==> config.mk <==
export PLATFORM = sky130hd
export DESIGN_NAME = timebase_wdt
export DESIGN_NICKNAME = d
export VERILOG_FILES = /design/src/rtl/tbw_pkg.sv /design/src/rtl/tbw_prescale.sv /design/src/rtl/tbw_divider.sv /design/src/rtl/tbw_watchdog.sv /design/src/rtl/timebase_wdt.sv
export SDC_FILE = /design/constraint.sdc
export NUM_CORES = 1
export LEC_CHECK = 0
export BUFFER_PORTS_ARGS = -buffer_cell sky130_fd_sc_hd__buf_2
export CORE_MARGIN = 5
export CORE_UTILIZATION = 37
export CTS_CLUSTER_SIZE = 25
export DETAILED_ROUTE_END_ITERATION = 7
export GPL_ROUTABILITY_DRIVEN = 0
export PLACE_DENSITY = 0.61
export SYNTH_ARGS = -nofsm -noshare
export SYNTH_HDL_FRONTEND = slang
export SYNTH_HIERARCHICAL = 1
export SYNTH_SLANG_ARGS = --single-unit
==> constraint.sdc <==
create_clock -name clk -period 3.95 [get_ports clk]
set_input_delay 0.395 -clock clk [delete_from_list [all_inputs] [get_ports clk]]
set_output_delay 0.395 -clock clk [all_outputs]
set_load 0.01 [all_outputs]
==> src/rtl/tbw_pkg.sv <==
package tbw_pkg;
    localparam int FREQ_W = 3;

    typedef enum logic {
        PIN_TIMEBASE = 1'b0,
        PIN_WATCHDOG = 1'b1
    } pin_src_e;

    typedef struct packed {
        logic              sys_on;
        logic              run;
        pin_src_e          src;
        logic              irq_en;
        logic [FREQ_W-1:0] freq;
    } ctrl_t;
endpackage

==> src/rtl/tbw_prescale.sv <==
module tbw_prescale #(
    parameter int PRE_W = 3
) (
    input  logic clk,
    input  logic rst_n,
    input  logic tick_in,
    input  logic active,
    input  logic use_pre,
    input  logic clr,
    output logic tick_out
);
    logic [PRE_W-1:0] pre_d, pre_q;

    always_comb begin
        pre_d = pre_q;
        if (clr)
            pre_d = '0;
        else if (tick_in && active && use_pre)
            pre_d = pre_q + 1'b1;
    end

    always_ff @(posedge clk or negedge rst_n) begin
        if (!rst_n)
            pre_q <= '0;
        else
            pre_q <= pre_d;
    end

    assign tick_out = tick_in && active && (!use_pre || (pre_q == '1));
endmodule

==> src/rtl/tbw_divider.sv <==
module tbw_divider #(
    parameter int TB_W  = 8,
    parameter int SEL_W = 3,
    localparam int MAXSEL = (1 << SEL_W) - 1,
    localparam int CNT_W  = TB_W + MAXSEL,
    localparam int IDX_W  = $clog2(CNT_W)
) (
    input  logic             clk,
    input  logic             rst_n,
    input  logic             tick32,
    input  logic             run,
    input  logic             clr,
    input  logic [SEL_W-1:0] sel,
    output logic             level,
    output logic             wrap,
    output logic [CNT_W-1:0] cnt
);
    logic [CNT_W-1:0] cnt_d, cnt_q;
    logic [IDX_W-1:0] top_bit;
    logic [CNT_W-1:0] mask;

    always_comb begin
        top_bit = IDX_W'(TB_W - 1 + MAXSEL) - IDX_W'(sel);
        for (int i = 0; i < CNT_W; i++)
            mask[i] = (IDX_W'(i) <= top_bit);
        level = cnt_q[top_bit];
        wrap  = tick32 && run && (&(cnt_q | ~mask));
        cnt_d = cnt_q;
        if (clr)
            cnt_d = '0;
        else if (tick32 && run)
            cnt_d = cnt_q + 1'b1;
    end

    always_ff @(posedge clk or negedge rst_n) begin
        if (!rst_n)
            cnt_q <= '0;
        else
            cnt_q <= cnt_d;
    end

    assign cnt = cnt_q;
endmodule

==> src/rtl/tbw_watchdog.sv <==
module tbw_watchdog #(
    parameter int WDT_W = 2
) (
    input  logic clk,
    input  logic rst_n,
    input  logic advance,
    input  logic clr,
    input  logic drop,
    output logic flag
);
    typedef struct packed {
        logic [WDT_W-1:0] stage;
        logic             flag;
    } wdt_t;

    wdt_t wdt_d, wdt_q;

    always_comb begin
        wdt_d = wdt_q;
        if (clr) begin
            wdt_d = '0;
        end else begin
            if (drop)
                wdt_d.flag = 1'b0;
            if (advance) begin
                wdt_d.stage = wdt_q.stage + 1'b1;
                if (wdt_q.stage == '1)
                    wdt_d.flag = 1'b1;
            end
        end
    end

    always_ff @(posedge clk or negedge rst_n) begin
        if (!rst_n)
            wdt_q <= '0;
        else
            wdt_q <= wdt_d;
    end

    assign flag = wdt_q.flag;
endmodule

==> src/rtl/timebase_wdt.sv <==
module timebase_wdt
    import tbw_pkg::*;
#(
    parameter int PRE_W = 3,
    parameter int TB_W  = 8,
    parameter int WDT_W = 2,
    localparam int CNT_W = TB_W + (1 << FREQ_W) - 1
) (
    input  logic              clk,
    input  logic              rst_n,
    input  logic              sys_tick,
    input  logic              src_256k,
    input  logic              cmd_sys_en,
    input  logic              cmd_sys_dis,
    input  logic              cmd_timer_en,
    input  logic              cmd_timer_dis,
    input  logic              cmd_wdt_en,
    input  logic              cmd_wdt_dis,
    input  logic              cmd_clr_timer,
    input  logic              cmd_clr_wdt,
    input  logic              cmd_irq_en,
    input  logic              cmd_irq_dis,
    input  logic              cmd_freq_ld,
    input  logic [FREQ_W-1:0] freq_sel,
    output logic              irq_n,
    output logic              irq_oe
);
    ctrl_t ctrl_d, ctrl_q;

    logic             clr_div;
    logic             tick32;
    logic             tb_level;
    logic             tb_wrap;
    logic [CNT_W-1:0] div_cnt;
    logic             wdt_flag;
    logic             wdt_mode;
    logic             sys_on;
    logic             div_run;

    assign clr_div  = cmd_clr_timer || cmd_clr_wdt;
    assign wdt_mode = (ctrl_q.src == PIN_WATCHDOG);
    assign sys_on   = ctrl_q.sys_on;
    assign div_run  = ctrl_q.run;

    always_comb begin
        ctrl_d = ctrl_q;
        if (cmd_sys_en)  ctrl_d.sys_on = 1'b1;
        if (cmd_sys_dis) ctrl_d.sys_on = 1'b0;
        if (cmd_timer_en) begin
            ctrl_d.run = 1'b1;
            ctrl_d.src = PIN_TIMEBASE;
        end
        if (cmd_wdt_en) begin
            ctrl_d.run = 1'b1;
            ctrl_d.src = PIN_WATCHDOG;
        end
        if (cmd_timer_dis || cmd_wdt_dis) ctrl_d.run = 1'b0;
        if (cmd_irq_en)  ctrl_d.irq_en = 1'b1;
        if (cmd_irq_dis) ctrl_d.irq_en = 1'b0;
        if (cmd_freq_ld) ctrl_d.freq = freq_sel;
    end

    always_ff @(posedge clk or negedge rst_n) begin
        if (!rst_n) begin
            ctrl_q.sys_on <= 1'b0;
            ctrl_q.run    <= 1'b1;
            ctrl_q.src    <= PIN_TIMEBASE;
            ctrl_q.irq_en <= 1'b0;
            ctrl_q.freq   <= '1;
        end else begin
            ctrl_q <= ctrl_d;
        end
    end

    tbw_prescale #(.PRE_W(PRE_W)) u_pre (
        .clk      (clk),
        .rst_n    (rst_n),
        .tick_in  (sys_tick),
        .active   (ctrl_q.sys_on),
        .use_pre  (src_256k),
        .clr      (clr_div),
        .tick_out (tick32)
    );

    tbw_divider #(.TB_W(TB_W), .SEL_W(FREQ_W)) u_div (
        .clk    (clk),
        .rst_n  (rst_n),
        .tick32 (tick32),
        .run    (ctrl_q.run),
        .clr    (clr_div),
        .sel    (ctrl_q.freq),
        .level  (tb_level),
        .wrap   (tb_wrap),
        .cnt    (div_cnt)
    );

    tbw_watchdog #(.WDT_W(WDT_W)) u_wdt (
        .clk     (clk),
        .rst_n   (rst_n),
        .advance (tb_wrap && wdt_mode),
        .clr     (cmd_clr_wdt),
        .drop    (cmd_irq_dis),
        .flag    (wdt_flag)
    );

    always_comb begin
        irq_oe = ctrl_q.irq_en;
        if (!ctrl_q.irq_en)
            irq_n = 1'b1;
        else if (wdt_mode)
            irq_n = !wdt_flag;
        else
            irq_n = !tb_level;
    end
endmodule

==> metrics.csv, run 1 <==
stage;metric;value;unit
place;# port buffers;19;
grt;GR Util met2;0.2176;
critical_path;Crit Path Class;flop to primary output;
grt;M1 GR Usage;0.1625;
place;hpwl dp;2361;um
critical_path;R2R Path End;u_wdt/wdt_q[2];
drt;final WL;3253;um
grt;GRT busiest layer;met2;
grt;first-pass GRT wire length;5733;um
synth;syn_nets;180;
power_and_ir_drop;Max rail drop VDD;0.0002075;V
grt;met3 Use GR;0.03694;
drt;vias per cell;5.394;
critical_path;slowest cell on the critical path;dfstp_2;
drt;number of DRC markers after the initial detailed-route iteration;56;
cts;post-CTS setup buffers;0;
drt;Antenna Nets Post-Route;0;
final_layout;layout overhead on the synthesized area;13.90;%
sta;# setup viols final;0;
power_and_ir_drop;PD cells;327.0;nW/um^2
floorplan;Die Y;75.43;um
critical_path;CP cell instances;inv_1, ha_1, mux2i_1, nor2_1, a31oi_1, o21ai_1, mux2_2, mux2_1, nand2_1, buf_2;
grt;GRT Total Usage;0.1287;
synth;synth warn;6;
floorplan;die area;5690;sq um
synth;register area share after synthesis;0.4455;
sta;RSZ-0062 raised after global routing;false;
final_layout;Antenna diodes;0;
final_layout;Nets;202;
grt;vias in the first global route;1273;
hold_path;worst hold path type;input pin to asynchronous set/reset pin;
synth;syn avg cell area;10.22;sq um
critical_path;Critical Path AT;2.66;ns
final_layout;utilization after layout;0.4415;
floorplan;I/O Pins;20;
critical_path;Largest stage delay, worst path;0.63;ns
sta;Tightest Pin Transition;0.6368;ns
synth;Synth area leader;dfrtp_1;
cts;Reg clk slew, reported paths;0.10;ns
sta;Hold Violations, Final;0;
cts;root buffer cell;clkbuf_8;
floorplan;Starting Density;0.3876;
floorplan;Die Wd;75.43;um
outcome;status;complete, no violations;
synth;Post-synth ARST share;1.000;
grt;initial antenna violation count;0;
critical_path;Worst setup SP type;flop;
cts;Post-CTS Hold Fix Bufs;0;
cts;clock latency on the worst-skew pair;0.27;ns
synth;Synth Cell Area;1584;sq um
final_layout;layout cells sized above 1;0.2443;
sta;Worst Skew;0.002555;ns
critical_path;reg2reg setup slack;1.38;ns
sta;Tmin final;3.052;ns
floorplan;row count;23;
drt;DR vias;1219;
synth;Distinct cells, synth;42;
synth;Gate Count Post-Synth;155;
sta;final worst-path cycle share;0.7727;
critical_path;CP Max Fanout;9;
critical_path;CP endpoint kind;primary output;
sta;Fmax;327.6;MHz
cts;TritonCTS buffer count;3;
run;Max Cap Viol;0;
synth;post-synth top area share;0.3791;
drt;Post-route DRC;0;
cts;CTS Buffer Depth;2;
final_layout;FILL cells;402;
grt;GRT overflow;0;
floorplan;core footprint;4086;sq um
synth;synthesis-stage register bit count;28;
cts;clk sinks;28;
cts;H-tree depth;1;
critical_path;Reg2Reg Depth;10;
cts;CTS tree;done;
power_and_ir_drop;leak pwr;0.7917;nW
synth;top cells by area, synth;dfrtp_1 (38%), dfstp_2 (6.6%), ha_1 (5.5%);
synth;Post-synth EDFFs;0;
drt;drt pass-1 iters;4;
critical_path;Critical R2R Launch;ctrl_q[0];
sta;Pins Over Slew Limit;0;
cts;post-CTS sizing;0;
drt;routed wire length per instance;14.39;um
sta;Post-Route Setup TNS;0;ns
synth;most instantiated library cell after synthesis;dfrtp_1;
synth;Synth top cells by count;dfrtp_1 (24), nor2_1 (23), xor2_1 (9);
sta;slew margin rel.;0.5755;
grt;largest net degree at the start of global routing;29;
critical_path;CP required;3.56;ns
synth;Primary FF master, synth;dfrtp_1;
## cells in the final DEF (no fill, tap or decap), types with 2 or more instances in the layout
cell type  instances
dfrtp_1           24
nor2_1            23
buf_2             19
xor2_1             9
nand2_1            8
nand3_1            8
inv_1              7
ha_1               7
a21oi_1            6
o21ai_0            5
xnor2_1            5
nand2b_1           5
mux2_2             4
dfstp_2            4
nand4_1            4
mux2i_1            4
nor3_1             3
clkbuf_8           3
and3_1             2
o221ai_1           2
or3_1              2
## layout make-up
type / instances / area [sq um] / share of cell area
clock inverter: 1 / 30.03 / 0.01664
sequential: 28 / 705.7 / 0.3911
inverter: 7 / 26.28 / 0.01456
tap: 50 / 62.56 / 0.03467
multi-input combinational: 118 / 843.3 / 0.4674
clock buffer: 3 / 41.29 / 0.02288
timing repair buffer: 19 / 95.09 / 0.05270
## worst max-delay path, delay by kind of cell (launching register included)
family                   cells  cell delay, ns
multiplexers                 3            0.81
flip-flops                   1            0.63
adder cells (fa/ha/maj)      1            0.41
AO/OA/AOI/OAI                2            0.22
buffers and inverters        2            0.19
AND/OR/NAND/NOR              2            0.12
## registers in the layout (all words and copies together) (netlist names)
signal	flops
ctrl_q	3
div_run	1
irq_oe	1
sys_on	1
u_div/cnt	15
u_pre/pre_q	3
u_wdt/flag	1
u_wdt/wdt_q	2
wdt_mode	1
## stage by stage
stage	cells	hold WS (ns)	setup slack, ns	cell area, sq um	total power [mW]
finish	226	0.1292	0.8978	1804	0.5900
global route	226	0.1774	0.7902	1804	0.6202
CTS	226	0.1474	0.8952	1804	0.5984
detailed placement	222	0.4544	1.229	1733	0.3677
global placement	222	0.4401	1.274	1733	0.3639
floorplan	155	0.09941	1.410	1584	0.3428
## how the worst max path moves through the flow
stage,startpoint,endpoint,cells after the start
after floorplan,ctrl_q[0],irq_n,6
after global placement,ctrl_q[0],irq_n,7
after detailed placement,ctrl_q[0],irq_n,7
after CTS,ctrl_q[0],irq_n,7
after global routing,ctrl_q[0],irq_n,10
final,ctrl_q[0],irq_n,10
## cells by family after synthesis
group | after synthesis | share of synthesized area
compound gates | 18 | 0.06951
xor+xnor | 14 | 0.07741
fa+ha+maj | 7 | 0.05529
buf+inv | 9 | 0.02211
flops | 28 | 0.4455
mux | 12 | 0.1011
simple gates | 67 | 0.2291
## layer usage
metal | share of wire | wire length (um)
met5 | 0 | 0
met4 | 0.0040 | 13
met3 | 0.055 | 179
met2 | 0.49 | 1595
met1 | 0.45 | 1465
## report_power, final
part           internal (mW)  switching (mW)  total, mW
clock                  0.136          0.0916      0.227
combinational         0.0255          0.0332     0.0587
sequential             0.296         0.00849      0.304
total                  0.457           0.133      0.590
Power figures use the tool's default switching activity.
==> inputs of run 2 (changes only) <==
--- a/config.mk
+++ b/config.mk
@@ -5,13 +5,14 @@
 export SDC_FILE = /design/constraint.sdc
 export NUM_CORES = 1
 export LEC_CHECK = 0
+export ABC_AREA = 1
 export BUFFER_PORTS_ARGS = -buffer_cell sky130_fd_sc_hd__buf_2
 export CORE_MARGIN = 5
 export CORE_UTILIZATION = 37
 export CTS_CLUSTER_SIZE = 25
 export DETAILED_ROUTE_END_ITERATION = 7
 export GPL_ROUTABILITY_DRIVEN = 0
-export PLACE_DENSITY = 0.61
+export PLACE_DENSITY = 0.63
 export SYNTH_ARGS = -nofsm -noshare
 export SYNTH_HDL_FRONTEND = slang
 export SYNTH_HIERARCHICAL = 1
==> constraint.sdc (replaced) <==
create_clock -name clk -period 2.4 [get_ports clk]
set_input_delay 0.24 -clock clk [delete_from_list [all_inputs] [get_ports clk]]
set_output_delay 0.24 -clock clk [all_outputs]
set_load 0.01 [all_outputs]
==> metrics.csv, run 2 <==
stage;metric;value;unit;change
synth;post-synth top area share;0.3354;;was 0.3791
grt;GRT Total Usage;0.1382;;was 0.1287
final_layout;fin cells;359;;was 226
sta;# setup viols final;0;;unchanged
place;# port buffers;19;;unchanged
synth;Synth area leader;dfrtp_1;;unchanged
cts;clock latency on the worst-skew pair;0.28;ns;was 0.27 ns
cts;Reg clk slew, reported paths;0.11;ns;was 0.10 ns
critical_path;CP Max Fanout;5;;was 9
grt;GRT overflow;0;;unchanged
drt;Post-route DRC;0;;unchanged
drt;vias per cell;4.688;;was 5.394
drt;final WL;4110;um;was 3253 um
final_layout;FILL cells;490;;was 402
critical_path;CP required;2.16;ns;was 3.56 ns
place;dpl ws;0.2286;ns;was 1.229 ns
power_and_ir_drop;leak pwr;1.075;nW;was 0.7917 nW
cts;CTS tree;done;;unchanged
floorplan;Starting Density;0.3791;;was 0.3876
grt;initial antenna violation count;0;;unchanged
synth;syn avg cell area;6.808;sq um;was 10.22 sq um
synth;synthesis-stage register bit count;28;;unchanged
drt;routed wire length per instance;11.45;um;was 14.39 um
final_layout;cell area after layout;2126;sq um;was 1804 sq um
final_layout;Nets;318;;was 202
sta;Tightest Pin Transition;0.6318;ns;was 0.6368 ns
grt;largest net degree at the start of global routing;29;;unchanged
synth;Post-synth ARST share;1.000;;unchanged
sta;Tmin final;2.262;ns;
critical_path;Critical Path AT;2.02;ns;was 2.66 ns
synth;Synth Cell Area;1790;sq um;was 1584 sq um
synth;synth warn;6;;unchanged
final_layout;Antenna diodes;0;;unchanged
sta;slew margin rel.;0.5788;;was 0.5755
synth;Synth top cells by count;nand2_1 (72), inv_1 (45), nor2_1 (32);;was dfrtp_1 (24), nor2_1 (23), xor2_1 (9)
cts;CTS Buffer Depth;2;;unchanged
hold_path;worst hold path type;input pin to flop;;was input pin to asynchronous set/reset pin
final_layout;Largest register FFs;15;;unchanged
drt;DR vias;1683;;was 1,219
sta;Hold Violations, Final;0;;unchanged
critical_path;Worst setup SP type;flop;;unchanged
floorplan;Die Wd;79.57;um;was 75.43 um
cts;TritonCTS buffer count;3;;unchanged
sta;final hold slack;0.08682;ns;was 0.1292 ns
sta;Worst Skew;0.006853;ns;was 0.002555 ns
sta;Post-Route Setup TNS;0;ns;unchanged
drt;drt pass-1 iters;4;;unchanged
final_layout;commonest non-fill, non-tap cells in the layout;nand2_1 (71), inv_1 (43), nor2_1 (32), dfrtp_1 (24), nand3_1 (22);;was dfrtp_1 (24), nor2_1 (23), buf_2 (19), xor2_1 (9)
synth;register area share after synthesis;0.3941;;was 0.4455
final_layout;layout overhead on the synthesized area;18.73;%;was 13.90%
sta;final worst-path cycle share;0.9425;;
cts;H-tree depth;1;;unchanged
synth;Distinct cells, synth;23;;was 42
run;Max Cap Viol;0;;unchanged
place;post-place instance area;1963;sq um;was 1733 sq um
synth;Post-synth EDFFs;0;;unchanged
critical_path;Crit Path Class;flop to primary output;;unchanged
critical_path;CP endpoint kind;primary output;;unchanged
final_layout;layout cells sized above 1;0.1644;;was 0.2443
cts;root buffer cell;clkbuf_8;;unchanged
floorplan;row count;25;;was 23
synth;top cells by area, synth;dfrtp_1 (34%), nand2_1 (15%), inv_1 (9.4%);;was dfrtp_1 (38%), dfstp_2 (6.6%), ha_1 (5.5%)
power_and_ir_drop;Max rail drop VDD;0.0003084;V;was 0.0002075 V
sta;Final Worst Setup Slack;0.1379;ns;was 0.8978 ns
sta;RSZ-0062 raised after global routing;false;;unchanged
drt;Antenna Nets Post-Route;0;;unchanged
floorplan;core footprint;4723;sq um;was 4086 sq um
grt;first-pass GRT wire length;7120;um;was 5733 um
floorplan;I/O Pins;20;;unchanged
final_layout;utilization after layout;0.4501;;was 0.4415
place;Cells after DPL;349;;was 222
sta;Fmax;442.1;MHz;
synth;Gate Count Post-Synth;263;;was 155
power_and_ir_drop;PD cells;501.5;nW/um^2;was 327.0 nW/um^2
grt;vias in the first global route;1565;;was 1,273
place;hpwl dp;3000;um;was 2361 um
synth;most instantiated library cell after synthesis;nand2_1;;was dfrtp_1
final_layout;commonest non-fill, non-tap cell in the layout;nand2_1;;was dfrtp_1
cts;clk sinks;28;;unchanged
power_and_ir_drop;total power;1.066;mW;was 0.5900 mW
synth;syn_nets;288;;was 180
outcome;status;complete, no violations;;unchanged
floorplan;die area;6331;sq um;was 5690 sq um
drt;number of DRC markers after the initial detailed-route iteration;147;;was 56
synth;Primary FF master, synth;dfrtp_1;;unchanged
sta;Pins Over Slew Limit;0;;unchanged
floorplan;Die Y;79.57;um;was 75.43 um
## run 2: cell families after synthesis
group | Yosys count | share of synthesized area
DFF | 28 | 0.3941
adders and majority gates | 7 | 0.04891
buffers and inverters | 49 | 0.1104
AOI/OAI and AO/OA | 35 | 0.1006
and+or+nand+nor | 144 | 0.3459
## run 2: cell type report
cell class | instances | area, sq um | area share
timing repair buffer | 26 | 157.7 | 0.07416
clock buffer | 3 | 41.29 | 0.01942
multi-input combinational | 186 | 922.1 | 0.4338
inverter | 47 | 181.4 | 0.08534
tap | 67 | 83.83 | 0.03943
timing repair inverter | 1 | 3.754 | 0.001766
clock inverter | 1 | 30.03 | 0.01413
sequential | 28 | 705.7 | 0.3320
## run 2: what timing repair did
| item | in CTS | in global routing |
|---|---|---|
| cloned | 1 | 0 |
| endpoints found under the setup margin | 1 | 1 |
| buffers inserted | 0 | 4 |
| gates resized for setup | 3 | 12 |
| hold buffers | 1 | 0 |
| pin swaps | 0 | 5 |
| hold endpoints to repair | 24 | 0 |
## run 2: power by group
group	total (mW)	switching [mW]	internal, mW
registers	0.499	0.0116	0.487
clock network	0.385	0.161	0.224
logic	0.182	0.107	0.0750
total	1.07	0.280	0.786
## run 2: path summary, 6_finish.rpt
check,start,end,slack [ns],cells after the start
min in group asynchronous,rst_n,u_div/cnt[14],0.51,2
max in group asynchronous,rst_n,u_div/cnt[8],1.48,2
min reg2reg,div_run,div_run,0.48,2
min,cmd_sys_dis,sys_on,0.09,2
max,ctrl_q[0],irq_n,0.14,11
max reg2reg,ctrl_q[0],u_wdt/wdt_q[1],0.44,13
## run 2: routing by layer
metal  up-vias  part of all wire  track usage
li1        886                 -            -
met1       760              0.49       0.1962
met2        35              0.47       0.2204
met3         2             0.041      0.01919
met4         0            0.0046      0.03436
met5         -                 0            0
## run 2: critical path: stages (launching register included)
cell and delay (ns):
dfstp_2 0.59, inv_4 0.05, ha_4 0.30, clkinv_1 0.13, o21ai_1 0.16, nand3_1 0.09, nand3_1 0.08, nand2_1 0.06
inv_1 0.06, nand2_1 0.04, nand3_1 0.06, buf_2 0.13
